$ cat config.mk
export PLATFORM = sky130hd
export DESIGN_NAME = flexrule_combiner
export DESIGN_NICKNAME = d
export VERILOG_FILES = /design/src/rtl/flexrule_pkg.sv /design/src/rtl/flexrule_mask_bank.sv /design/src/rtl/flexrule_gate_array.sv /design/src/rtl/flexrule_excl_check.sv /design/src/rtl/flexrule_combiner.sv
export SDC_FILE = /design/constraint.sdc
export NUM_CORES = 1
export LEC_CHECK = 0
export BUFFER_PORTS_ARGS = -buffer_cell sky130_fd_sc_hd__buf_2
export CAP_MARGIN = 20
export CORE_MARGIN = 2
export CORE_UTILIZATION = 30
export CTS_CLUSTER_DIAMETER = 120
export DETAILED_ROUTE_END_ITERATION = 12
export GPL_ROUTABILITY_DRIVEN = 1
export HOLD_SLACK_MARGIN = 0.05
export SYNTH_ARGS = -nofsm -noshare
export SYNTH_HDL_FRONTEND = slang
export SYNTH_SLANG_ARGS = --single-unit
$ cat constraint.sdc
create_clock -name clk -period 3.65 [get_ports clk]
set_input_delay 0.1825 -clock clk [delete_from_list [all_inputs] [get_ports clk]]
set_output_delay 0.1825 -clock clk [all_outputs]
set_load 0.05 [all_outputs]
$ cat src/rtl/flexrule_pkg.sv
package flexrule_pkg;

    localparam int DEF_UNITS = 16;
    localparam int LINKS     = 3;

    // Per-unit link enables; lower = gate i/2-1, own = i/2, upper = i/2+1
    typedef struct packed {
        logic upper;
        logic own;
        logic lower;
    } link_mask_t;

    // Accumulator for one AND gate
    typedef struct packed {
        logic any_on;
        logic all_one;
    } gate_acc_t;

    function automatic int link_gate(input int unit, input int slot);
        return unit / 2 + slot - 1;
    endfunction

    function automatic logic link_exists(input int unit, input int slot, input int gates);
        int g;
        g = link_gate(unit, slot);
        return (g >= 0) && (g < gates);
    endfunction

    function automatic logic link_on(input link_mask_t m, input int slot);
        logic r;
        case (slot)
            0:       r = m.lower;
            1:       r = m.own;
            default: r = m.upper;
        endcase
        return r;
    endfunction

endpackage

$ cat src/rtl/flexrule_mask_bank.sv
module flexrule_mask_bank
    import flexrule_pkg::*;
#(
    parameter int NUM_UNITS = DEF_UNITS,
    parameter int ADDR_W    = $clog2(NUM_UNITS)
) (
    input  logic                            clk,
    input  logic                            rst,
    input  logic                            wr_en,
    input  logic [ADDR_W-1:0]               wr_addr,
    input  link_mask_t                      wr_data,
    output link_mask_t [NUM_UNITS-1:0]      masks_o
);

    for (genvar u = 0; u < NUM_UNITS; u++) begin : g_unit
        always_ff @(posedge clk) begin
            if (rst)
                masks_o[u] <= '0;
            else if (wr_en && (wr_addr == ADDR_W'(u)))
                masks_o[u] <= wr_data;
        end
    end

    AST_MASK_WRITE: assert property (@(posedge clk) disable iff (rst)
        wr_en |=> (masks_o[$past(wr_addr)] == $past(wr_data)));

endmodule

$ cat src/rtl/flexrule_gate_array.sv
module flexrule_gate_array
    import flexrule_pkg::*;
#(
    parameter int NUM_UNITS = DEF_UNITS,
    parameter int NUM_GATES = NUM_UNITS / 2
) (
    input  logic                            clk,
    input  logic                            rst,
    input  logic [NUM_UNITS-1:0]            unit_bits,
    input  link_mask_t [NUM_UNITS-1:0]      masks,
    output logic [NUM_GATES-1:0]            fire_c
);

    for (genvar g = 0; g < NUM_GATES; g++) begin : g_gate
        gate_acc_t acc;
        always_comb begin
            acc.any_on  = 1'b0;
            acc.all_one = 1'b1;
            for (int i = 0; i < NUM_UNITS; i++) begin
                for (int s = 0; s < LINKS; s++) begin
                    if ((link_gate(i, s) == g) && link_on(masks[i], s)) begin
                        acc.any_on  = 1'b1;
                        acc.all_one = acc.all_one & unit_bits[i];
                    end
                end
            end
            // an empty rule never fires
            fire_c[g] = acc.any_on & acc.all_one;
        end
    end

    AST_ZERO_UNITS_QUIET: assert property (@(posedge clk) disable iff (rst)
        (unit_bits == '0) |-> (fire_c == '0));

    AST_EMPTY_NEVER_FIRES: assert property (@(posedge clk) disable iff (rst)
        (masks == '0) |-> (fire_c == '0));

endmodule

$ cat src/rtl/flexrule_excl_check.sv
module flexrule_excl_check
    import flexrule_pkg::*;
#(
    parameter int NUM_UNITS = DEF_UNITS,
    parameter int NUM_GATES = NUM_UNITS / 2
) (
    input  link_mask_t [NUM_UNITS-1:0]      masks,
    input  logic                            excl_mode,
    output logic                            conflict_o
);

    logic [NUM_UNITS-1:0] multi;

    for (genvar u = 0; u < NUM_UNITS; u++) begin : g_unit
        logic [1:0] links_on;
        always_comb begin
            links_on = '0;
            for (int s = 0; s < LINKS; s++) begin
                if (link_exists(u, s, NUM_GATES) && link_on(masks[u], s))
                    links_on = links_on + 2'd1;
            end
            multi[u] = (links_on > 2'd1);
        end
    end

    assign conflict_o = excl_mode & (|multi);

endmodule

$ cat src/rtl/flexrule_combiner.sv
module flexrule_combiner
    import flexrule_pkg::*;
#(
    parameter int NUM_UNITS = DEF_UNITS,
    localparam int NUM_GATES = NUM_UNITS / 2,
    localparam int ADDR_W    = $clog2(NUM_UNITS),
    localparam int CNT_W     = $clog2(NUM_GATES + 1)
) (
    input  logic                    clk,
    input  logic                    rst,
    input  logic [NUM_UNITS-1:0]    unit_bits,
    input  logic                    cfg_we,
    input  logic [ADDR_W-1:0]       cfg_addr,
    input  logic [2:0]              cfg_mask,
    input  logic                    excl_mode,
    output logic [NUM_GATES-1:0]    rule_fire,
    output logic [CNT_W-1:0]        rule_count,
    output logic                    excl_err
);

    link_mask_t [NUM_UNITS-1:0] masks;
    logic [NUM_GATES-1:0]       fire_c;
    logic                       conflict_c;
    logic [CNT_W-1:0]           count_c;

    flexrule_mask_bank #(.NUM_UNITS(NUM_UNITS), .ADDR_W(ADDR_W)) bank_i (
        .clk     (clk),
        .rst     (rst),
        .wr_en   (cfg_we),
        .wr_addr (cfg_addr),
        .wr_data (link_mask_t'(cfg_mask)),
        .masks_o (masks)
    );

    flexrule_gate_array #(.NUM_UNITS(NUM_UNITS), .NUM_GATES(NUM_GATES)) gates_i (
        .clk       (clk),
        .rst       (rst),
        .unit_bits (unit_bits),
        .masks     (masks),
        .fire_c    (fire_c)
    );

    flexrule_excl_check #(.NUM_UNITS(NUM_UNITS), .NUM_GATES(NUM_GATES)) excl_i (
        .masks      (masks),
        .excl_mode  (excl_mode),
        .conflict_o (conflict_c)
    );

    always_comb begin
        count_c = '0;
        for (int g = 0; g < NUM_GATES; g++)
            count_c = count_c + CNT_W'(fire_c[g]);
    end

    always_ff @(posedge clk) begin
        if (rst) begin
            rule_fire  <= '0;
            rule_count <= '0;
            excl_err   <= 1'b0;
        end else begin
            rule_fire  <= fire_c;
            rule_count <= count_c;
            excl_err   <= conflict_c;
        end
    end

    AST_RESET_CLEAR: assert property (@(posedge clk) disable iff (rst)
        $past(rst) |-> (rule_fire == '0 && rule_count == '0 && !excl_err));

    AST_COUNT_MATCH: assert property (@(posedge clk) disable iff (rst)
        (rule_count == CNT_W'($countones(rule_fire))));

    AST_ERR_ONLY_EXCL: assert property (@(posedge clk) disable iff (rst)
        !excl_mode |=> !excl_err);

endmodule

==> summary.txt, run 1 <==
STA
  • # setup viols final: 0
  • TNS Setup: 0 ps
  • Final Cycle Share: 98.06%
  • Setup skew after layout: 8.597 ps
  • Slew @ Worst Pin: 1043 ps
  • Final setup margin: 70.73 ps
  • Worst slew margin: 30.46%
  • RSZ-0062 raised after global routing: true
  • Max frequency: 279.4 MHz
  • Final hold violations: 0
  • Crit path time final: 3579 ps
  • Final Max Slew Viols: 0

Synth
  • Yosys top cell by area: dfxtp_1
  • Yosys top cell area share: 41.38%
  • Synthesized-area fraction occupied by and/or/nand/nor cells: 22.10%
  • Post-synthesis xor/xnor area fraction: 0.3176%
  • Post-Syn Area: 2758 um^2
  • Mapped Nets: 368
  • Top cells by area, synth: dfxtp_1 41%, o21ai_0 6.5%, mux2i_1 6.2%, a21oi_1 5.3%, a22oi_1 4.9%
  • Post-synthesis mux area share: 6.171%
  • Synth Register Bits: 57
  • Avg Cell Area, Syn: 8.256 um^2
  • Syn. warnings: 0
  • Sequential area share after synthesis: 41.38%
  • Adder-cell share of the synthesized area: 4.628%
  • Yosys cell types: 33
  • Largest family of logic cells by synthesized area: simple AND/OR/NAND/NOR gates
  • Synth Area in Compound Gates: 19.87%
  • Mapped Cells: 334

Global routing
  • First-pass GRT wire length: 12630 um
  • Largest net degree at the start of global routing: 58
  • Total track usage: 16.39%
  • Number of global-route vias before repair: 2456
  • Initial antenna violation count: 0
  • GRT overflow: 0

Layout
  • Post-layout net count: 412
  • Layout cells sized above 1: 20.37%
  • Antenna Cells: 0
  • Area Overhead vs Synth: 22.96%

Placement
  • Port Buffers: 39
  • Worst slack at placement: -15.79 ps
  • RD Place Congestion: 0.9841
  • HPWL Detailed: 5730 um

Clock network
  • CTS Buf Count: 9
  • Longest Clk Path Bufs: 2
  • Clk sink count: 57
  • Clk root buf: clkbuf_8
  • Clock latency on the worst-skew pair: 340 ps
  • Clock Pin Slew Worst Setup and Hold Paths: 70 ps
  • CTS tree: done
  • Hold-fix buffers, CTS: 0
  • H-tree levels: 3

Routing
  • Drt drc: 0
  • Post-Route WL: 7852 um
  • Antenna viol nets, final: 0
  • Vias per cell: 5.336
  • TritonRoute pass-1 iters: 7
  • Wire length per cell: 15.99 um
  • DR vias: 2620
  • Initial DRC Count: 183

Critical path
  • Worst path slowest cell: fa_1
  • CP Data Arrival Time: 3780 ps
  • CP dominant cell by count: fa_1
  • Startpoint types: flop
  • CP Capture Type: flop
  • Slowest stage delay, CP: 550 ps
  • Crit path cell chain: or4_4, nor3_4, nor3_2, fa_1, inv_2, fa_1, inv_1, fa_1, ha_2, inv_2, fa_2, nor2_1
  • Worst Path Max Fanout: 2
  • Worst Setup SP: bank_i.masks_o[7]
  • Crit path kind: flop to flop
  • Reg2reg start: bank_i.masks_o[7]
  • Worst EP required: 3850 ps

Floorplanning
  • Starting Density: 31.32%
  • Die X: 99.88 um
  • Site Rows: 34
  • I/O pins: 40
  • Core area: 8806 um^2
  • Die area: 9975 um^2
  • Die span in y: 99.88 um

Power
  • Sw Pwr: 0.3883 mW
  • Maximum vdd drop: 0.1941 mV
  • PD cells: 471.7 nW/um^2
  • LEAKAGE: 1.427 nW
  • Sequential Power Share: 40.3%
  • Clk network pwr share: 49.7%
  • Combinational Power Share: 9.9%
  • Overall Power: 1.599 mW
  • Net Sw Frac: 24.28%
  • Int Pwr: 1.211 mW

Worst hold path
  • Hold Path Class: primary input to flop
  • Hold Path Origin: excl_mode

Job
  • Max_cap viols: 0

Outcome
  • Outcome: complete, no violations
-- cell usage after synthesis, drive strengths merged --
master / n
nand3b: 6
nand4: 5
fa: 4
ha: 3
buf: 5
and2b: 1
a21oi: 29
xor2: 1
a22o: 2
nand2b: 3
nor2b: 9
maj3: 1
dfxtp: 57
mux2i: 17
clkbuf: 11
and4: 1
nor3b: 3
nand3: 5
nor2: 35
a22oi: 18
or4: 3
a2111oi: 2
a222oi: 4
and3: 1
nand2: 35
o21ai: 36
nor4: 9
inv: 22
nor3: 6
-- final cells by class --
class / instances / area (um^2)
fill: 893 / 5415
multi-input combinational: 239 / 1494
sequential: 57 / 1142
timing repair buffer: 49 / 270.3
clock inverter: 7 / 142.6
tap: 108 / 135.1
clock buffer: 9 / 123.9
inverter: 22 / 82.58
-- cell families (layout without fill, tap and decap cells) --
logic type / after synthesis / count (layout)
AOI/OAI and AO/OA: 91 / 91
and+or+nand+nor: 122 / 122
buffers and inverters: 38 / 87
DFF: 57 / 57
xor gates and xnor gates: 1 / 1
adders and majority gates: 8 / 8
muxes: 17 / 17
-- power groups by stage --
stage	Sequential [mW]	Clock (mW)	Combinational (mW)
2_1_floorplan	0.684	0	0.0768
3_3_place_gp	0.659	0	0.154
3_5_place_dp	0.659	0	0.154
4_1_cts	0.645	0.810	0.155
5_1_grt	0.647	0.838	0.178
6_report	0.645	0.795	0.159
-- layout by cell type (no fill, tap or decap), types with 2 or more instances in the layout --
cell type	netlist	routed
a2111oi_2	2	2
a21oi_1	29	29
a222oi_1	4	4
a22o_1	2	2
a22oi_1	18	18
buf_2	4	39
buf_4	1	10
bufinv_16	0	4
clkbuf_8	0	9
clkinv_4	0	2
dfxtp_1	57	56
fa_1	4	3
ha_1	3	2
inv_1	22	20
inv_2	0	2
mux2i_1	17	17
nand2_1	35	35
nand2b_1	3	3
nand3_1	5	5
nand3b_1	6	6
nand4_1	5	5
nor2_1	35	35
nor2b_1	9	9
nor3_1	6	3
nor3_2	0	2
nor4_1	9	9
o21ai_0	36	36
or4_1	3	2
-- path summary, 6_finish.rpt --
kind	endpoint	slack, ps	cells past startpoint
min	excl_err	90	3
max reg2reg	rule_count[1]	70	12
max	rule_count[1]	70	12
min reg2reg	bank_i.masks_o[20]	520	2
-- flip-flops by register name, summed over array words and instances, names as in the netlist --
register,count
rule_count,4
bank_i.masks_o,44
excl_err,1
rule_fire,8
-- metal layers --
layer	vias up	wire (um)	global-route usage (%)
li1	1276	-	-
met4	0	141	6.112
met1	1240	3542	20.30
met3	13	447	3.691
met5	-	0	0
met2	91	3720	27.91
-- repair_timing --
item,CTS,global route
setup endpoints to repair,1,2
buffers inserted,0,2
resized for setup,1,9
-- critical path: cells and delay by family, from the launching register on --
| kind | cells | cell delay (ps) |
|---|---|---|
| AND/OR/NAND/NOR | 4 | 810 |
| flip-flops | 1 | 320 |
| buffers and inverters | 3 | 130 |
| adder cells (fa/ha/maj) | 5 | 2170 |
-- metrics by stage --
stage               util, %  hold WS, ps  area, um^2  instances
floorplan                 -        311.7        2758        334
global placement      34.95        441.6        3078        473
detailed placement    34.95        437.6        3078        473
CTS                   38.04        74.79        3349        489
global route          38.51        90.43        3391        491
finish                38.51        85.10        3391        491
Note: power is estimated with default switching activity, not from simulation.
==> inputs of run 2 (changes only) <==
Settings changed: CORE_ASPECT_RATIO set to 2.
==> summary.txt, run 2 (same netlist as run 1, synthesis figures left out) <==
Outcome
  • Outcome: complete, but fails checks (was complete, no violations)
  • Failing checks: negative setup slack

Clock network
  • Hold-fix buffers, CTS: 0 (unchanged)
  • Clk root buf: clkbuf_16 (was clkbuf_8)
  • Clock Pin Slew Worst Setup and Hold Paths: 50 ps (was 70 ps)
  • Clock latency on the worst-skew pair: 330 ps (was 340 ps)
  • CTS tree: done (unchanged)
  • H-tree levels: 3 (unchanged)
  • Clk sink count: 57 (unchanged)
  • Longest Clk Path Bufs: 2 (unchanged)
  • CTS Buf Count: 9 (unchanged)

Critical path
  • CP Data Arrival Time: 3870 ps (was 3780 ps)
  • Worst EP required: 3830 ps (was 3850 ps)
  • CP Capture Point: rule_count[1] (unchanged)
  • CP Capture Type: flop (unchanged)
  • Startpoint types: flop (unchanged)
  • FF-to-FF path depth: 12 (unchanged)
  • FF-to-FF End: rule_count[1] (unchanged)
  • Worst Setup SP: bank_i.masks_o[17] (was bank_i.masks_o[7])
  • Reg2reg start: bank_i.masks_o[17] (was bank_i.masks_o[7])
  • Worst Path Max Fanout: 4 (was 2)
  • Flop2flop setup slack: -40 ps (was 70 ps)
  • Crit path kind: flop to flop (unchanged)

Placement
  • Port Buffers: 39 (unchanged)
  • RD Place Congestion: 0.9367 (was 0.9841)
  • HPWL Detailed: 6556 um (was 5730 um)

Layout
  • FILL cells: 930 (was 893)
  • Most flops, register: bank_i.masks_o (unchanged)
  • Commonest non-fill, non-tap cell in the layout: dfxtp_1 (unchanged)
  • Layout cells sized above 1: 19.69% (was 20.37%)
  • Post-layout net count: 411 (was 412)
  • Most frequent cells in the layout: 56 x dfxtp_1, 39 x buf_2, 36 x o21ai_0 (unchanged)
  • Area Overhead vs Synth: 24.23% (was 22.96%)
  • Biggest regs: bank_i.masks_o x44, rule_fire x8, rule_count x4 (unchanged)
  • Max reg flops: 44 (unchanged)
  • Finished Core Util: 38.27% (was 38.51%)
  • Antenna Cells: 0 (unchanged)

STA
  • Final Cycle Share: 101.1% (was 98.06%)
  • Slew @ Worst Pin: 1061 ps (was 1043 ps)
  • Final Max Slew Viols: 0 (unchanged)
  • # setup viols final: 2 (was 0)
  • Final setup margin: -41.04 ps (was 70.73 ps)
  • Max frequency: 270.9 MHz (was 279.4 MHz)
  • Crit path time final: 3691 ps (was 3579 ps)
  • Final hold violations: 0 (unchanged)
  • Worst slew margin: 29.26% (was 30.46%)
  • Setup skew after layout: 3.696 ps (was 8.597 ps)
  • RSZ-0062 raised after global routing: true (unchanged)

Routing
  • Vias per cell: 5.516 (was 5.336)
  • DR vias: 2664 (was 2620)
  • Drt drc: 0 (unchanged)
  • Initial DRC Count: 328 (was 183)
  • Antenna viol nets, final: 0 (unchanged)
  • Wire length per cell: 18.02 um (was 15.99 um)
  • Post-Route WL: 8702 um (was 7852 um)
  • TritonRoute pass-1 iters: 5 (was 7)

Global routing
  • Number of global-route vias before repair: 2512 (was 2456)
  • Initial antenna violation count: 0 (unchanged)
  • First-pass GRT wire length: 13340 um (was 12630 um)
  • Total track usage: 18.10% (was 16.39%)
  • Largest net degree at the start of global routing: 58 (unchanged)
  • GRT overflow: 0 (unchanged)

Power
  • Maximum vdd drop: 0.2692 mV (was 0.1941 mV)
  • PD cells: 490.6 nW/um^2 (was 471.7 nW/um^2)
  • Overall Power: 1.681 mW (was 1.599 mW)
  • LEAKAGE: 1.445 nW (was 1.427 nW)

Floorplanning
  • Core area: 8951 um^2 (was 8806 um^2)
  • Site Rows: 49 (was 34)
  • Die span in y: 139.6 um (was 99.88 um)
  • I/O pins: 40 (unchanged)
  • Starting Density: 30.81% (was 31.32%)
  • Die area: 10020 um^2 (was 9975 um^2)
  • Die X: 71.80 um (was 99.88 um)

Job
  • Max_cap viols: 0 (unchanged)

Worst hold path
  • Hold Path Class: primary input to flop (unchanged)
-- run 2: cell count changes in the layout (fill, tap and decap cells not counted), sizes merged --
| cell | before | now |
|---|---|---|
| clkbuf | 9 | 13 |
| clkinv | 3 | 1 |
| bufinv | 4 | 1 |
| buf | 49 | 48 |
-- run 2: worst min path at each step --
stage,from,to,slack (ps),cells after the start
final,excl_mode,excl_err,90,3
after CTS,excl_mode,excl_err,90,3
after global routing,excl_mode,excl_err,120,3
after global placement,excl_mode,excl_err,430,3
after detailed placement,excl_mode,excl_err,430,3
after floorplan,excl_mode,excl_err,310,2
-- run 2: layout make-up --
| type | count | area (um^2) | area share, % |
|---|---|---|---|
| Tap cell | 102 | 127.6 | 3.725 |
| Timing Repair Buffer | 48 | 262.8 | 7.670 |
| Clock buffer | 13 | 280.3 | 8.181 |
| Inverter | 22 | 82.58 | 2.411 |
| Sequential cell | 57 | 1142 | 33.35 |
| Multi-Input combinational cell | 239 | 1495 | 43.64 |
| Clock inverter | 2 | 35.03 | 1.023 |
-- run 2: per-layer routing --
metal,up-vias,track usage [%],wire (um)
met3,40,2.824,446
met2,108,31.38,4669
met5,-,0,0
met4,0,16.68,692
li1,1267,-,-
met1,1249,17.51,2894
-- run 2: worst max-delay path: stages, from the launching register on --
cell     delay [ps]
dfxtp_1         330
or4_1           500
nor3_1          220
nor3_1          110
fa_1            570
inv_2            40
fa_1            470
inv_1            50
fa_1            480
ha_2            180
inv_2            40
fa_2            510
nor2_1           30
-- run 2: stage by stage --
step / hold slack (ps) / worst slack (ps) / TNS, ps / area, um^2 / std cells
after floorplan: 311.7 / 151.1 / 0 / 2758 / 334
after global placement: 430.6 / 4.049 / 0 / 3070 / 467
after detailed placement: 427.5 / -51.65 / -51.65 / 3070 / 467
after CTS: 85.19 / -12.51 / -12.51 / 3396 / 482
after global routing: 121.4 / -119.2 / -234.3 / 3426 / 483
final: 89.93 / -41.04 / -58.34 / 3426 / 483
-- run 2: timing repair --
| item | 4_1_cts | 5_1_grt |
|---|---|---|
| cloned | 0 | 0 |
| pin swaps | 0 | 4 |
| resized for setup | 2 | 8 |
| setup buffers | 0 | 1 |
| setup endpoints to repair | 2 | 2 |
-- run 2: power breakdown --
| part | internal (mW) | switching [mW] | leakage, nW |
|---|---|---|---|
| logic | 0.0527 | 0.109 | 0.826 |
| clock network | 0.596 | 0.275 | 0.158 |
| registers | 0.638 | 0.0103 | 0.461 |
| total | 1.29 | 0.394 | 1.45 |
==> inputs of run 3 (changes only) <==
Settings changed: CTS_BUF_LIST set to sky130_fd_sc_hd__clkbuf_16.
==> summary.txt, run 3 (same netlist as run 1, synthesis figures left out) <==
Global routing
  • M1 GR Usage: 17.38% (was 17.51%)
  • Met2 Track Usage GR: 31.58% (was 31.38%)
  • Largest net degree at the start of global routing: 58 (unchanged)
  • Met3 demand-to-capacity share in global routing: 3.693% (was 2.824%)
  • Initial antenna violation count: 0 (unchanged)
  • Number of global-route vias before repair: 2500 (was 2512)
  • GRT Max-Usage Layer: met2 (unchanged)
  • First-pass GRT wire length: 13300 um (was 13340 um)
  • GRT overflow: 0 (unchanged)
  • Total track usage: 18.06% (was 18.10%)

Floorplanning
  • Die X: 71.80 um (unchanged)
  • Site Rows: 49 (unchanged)
  • Starting Density: 30.81% (unchanged)
  • Core area: 8951 um^2 (unchanged)
  • I/O pins: 40 (unchanged)
  • Die span in y: 139.6 um (unchanged)
  • Die area: 10020 um^2 (unchanged)

Critical path
  • FF-to-FF path depth: 12 (unchanged)
  • Startpoint types: flop (unchanged)
  • Flop2flop setup slack: -50 ps (was -40 ps)
  • CP Data Arrival Time: 3880 ps (was 3870 ps)
  • Worst EP required: 3830 ps (about the same)
  • Crit path kind: flop to flop (unchanged)
  • Worst Path Max Fanout: 4 (unchanged)
  • CP Capture Type: flop (unchanged)

STA
  • TNS Setup: -71.31 ps (was -58.34 ps)
  • Final Max Slew Viols: 0 (unchanged)
  • Final Cycle Share: 101.3% (was 101.1%)
  • Max frequency: 270.4 MHz (was 270.9 MHz)
  • Fin Hold WS: 89.80 ps (was 89.93 ps)
  • Setup skew after layout: 4.244 ps (was 3.696 ps)
  • Crit path time final: 3698 ps (was 3691 ps)
  • Final hold violations: 0 (unchanged)
  • Slew @ Worst Pin: 1065 ps (was 1061 ps)
  • Worst slew margin: 28.99% (was 29.26%)
  • # setup viols final: 2 (unchanged)
  • Final setup margin: -47.68 ps (was -41.04 ps)
  • RSZ-0062 raised after global routing: true (unchanged)

Routing
  • Vias per cell: 5.464 (was 5.516)
  • Wire length per cell: 18.00 um (was 18.02 um)
  • DR vias: 2639 (was 2664)
  • Antenna viol nets, final: 0 (unchanged)
  • Drt drc: 0 (unchanged)
  • TritonRoute pass-1 iters: 5 (unchanged)
  • Initial DRC Count: 260 (was 328)
  • Post-Route WL: 8696 um (was 8702 um)

Outcome
  • Failing checks: negative setup slack (unchanged)
  • Outcome: complete, but fails checks (unchanged)

Worst hold path
  • Hold depth: 3 (unchanged)
  • Hold Path Class: primary input to flop (unchanged)

Layout
  • FILL cells: 935 (was 930)
  • Antenna Cells: 0 (unchanged)
  • Max reg flops: 44 (unchanged)
  • Post-layout net count: 411 (unchanged)
  • Most flops, register: bank_i.masks_o (unchanged)
  • Most frequent cells in the layout: 56 x dfxtp_1, 39 x buf_2, 36 x o21ai_0 (unchanged)
  • Multi-input logic area: 1495 um^2 (unchanged)
  • Commonest non-fill, non-tap cell in the layout: dfxtp_1 (unchanged)
  • Final non-filler cell total: 483 (unchanged)
  • Area Overhead vs Synth: 22.78% (was 24.23%)
  • Register Area: 1142 um^2 (unchanged)
  • Layout cells sized above 1: 18.64% (was 19.69%)
  • Biggest regs: bank_i.masks_o x44, rule_fire x8, rule_count x4 (unchanged)

Placement
  • Worst slack at placement: -51.65 ps (unchanged)
  • Port Buffers: 39 (unchanged)
  • Cell count after placement: 467 (unchanged)
  • RD Place Congestion: 0.9367 (unchanged)
  • HPWL Detailed: 6556 um (unchanged)

Power
  • PD cells: 471.1 nW/um^2 (was 490.6 nW/um^2)
  • Overall Power: 1.595 mW (was 1.681 mW)
  • Maximum vdd drop: 0.2687 mV (was 0.2692 mV)
  • LEAKAGE: 1.423 nW (was 1.445 nW)

Clock network
  • Longest Clk Path Bufs: 2 (unchanged)
  • Clock latency on the worst-skew pair: 330 ps (about the same)
  • CTS Buf Count: 9 (unchanged)
  • Clk root buf: clkbuf_16 (unchanged)
  • Clk sink count: 57 (unchanged)
  • H-tree levels: 3 (unchanged)
  • CTS tree: done (unchanged)
  • Clock Pin Slew Worst Setup and Hold Paths: 50 ps (about the same)

Job
  • Max_cap viols: 0 (unchanged)
## run 3: cell count changes in the layout (fill, tap and decap cells not counted), sizes merged
cell,previous run,this run
clkinv,1,5
clkbuf,13,9
## run 3: worst max-delay path, stage by stage (launching register included)
cell and delay (ps):
dfxtp_1 330, or4_1 500, nor3_1 230, nor3_1 110, fa_1 570, inv_2 40, fa_1 470, inv_1 50
fa_1 480, ha_2 180, inv_2 40, fa_2 510, nor2_1 30
## run 3: final timing paths
| path | end | startpoint |
|---|---|---|
| hold reg to reg | bank_i.masks_o[17] | bank_i.masks_o[17] |
| hold / removal | excl_err | excl_mode |
| setup reg to reg | rule_count[1] | bank_i.masks_o[17] |
| setup / recovery | rule_count[1] | bank_i.masks_o[17] |
## run 3: metrics by stage
stage          area, um^2  util, %
2_1_floorplan        2758        -
3_3_place_gp         3070    34.30
3_5_place_dp         3070    34.30
4_1_cts              3356    37.49
5_1_grt              3386    37.82
6_report             3386    37.82
## run 3: routing by layer
| metal | share of wire, % | routed length, um |
|---|---|---|
| met1 | 34 | 2927 |
| met2 | 54 | 4678 |
| met3 | 5.3 | 462 |
| met4 | 7.2 | 628 |
| met5 | 0 | 0 |
## run 3: what timing repair did
action,in CTS,in global routing
gates resized for setup,2,8
endpoints found under the setup margin,2,2
endpoints found under the hold margin,0,0
pin swaps,0,4
hold buffers,0,0
buffers inserted,0,1
## run 3: final cells by class
cell class	instances	area share (%)
clock buffers	9	6.652
clock inverters	6	1.478
inverters	22	2.439
multi-input cells	239	44.16
flip-flops and latches	57	33.74
well taps	102	3.769
repair buffers	48	7.761
## run 3: where the power goes
| part | switching [mW] | internal, mW |
|---|---|---|
| Combinational | 0.110 | 0.0528 |
| Sequential | 0.0102 | 0.638 |
| Clock | 0.273 | 0.511 |
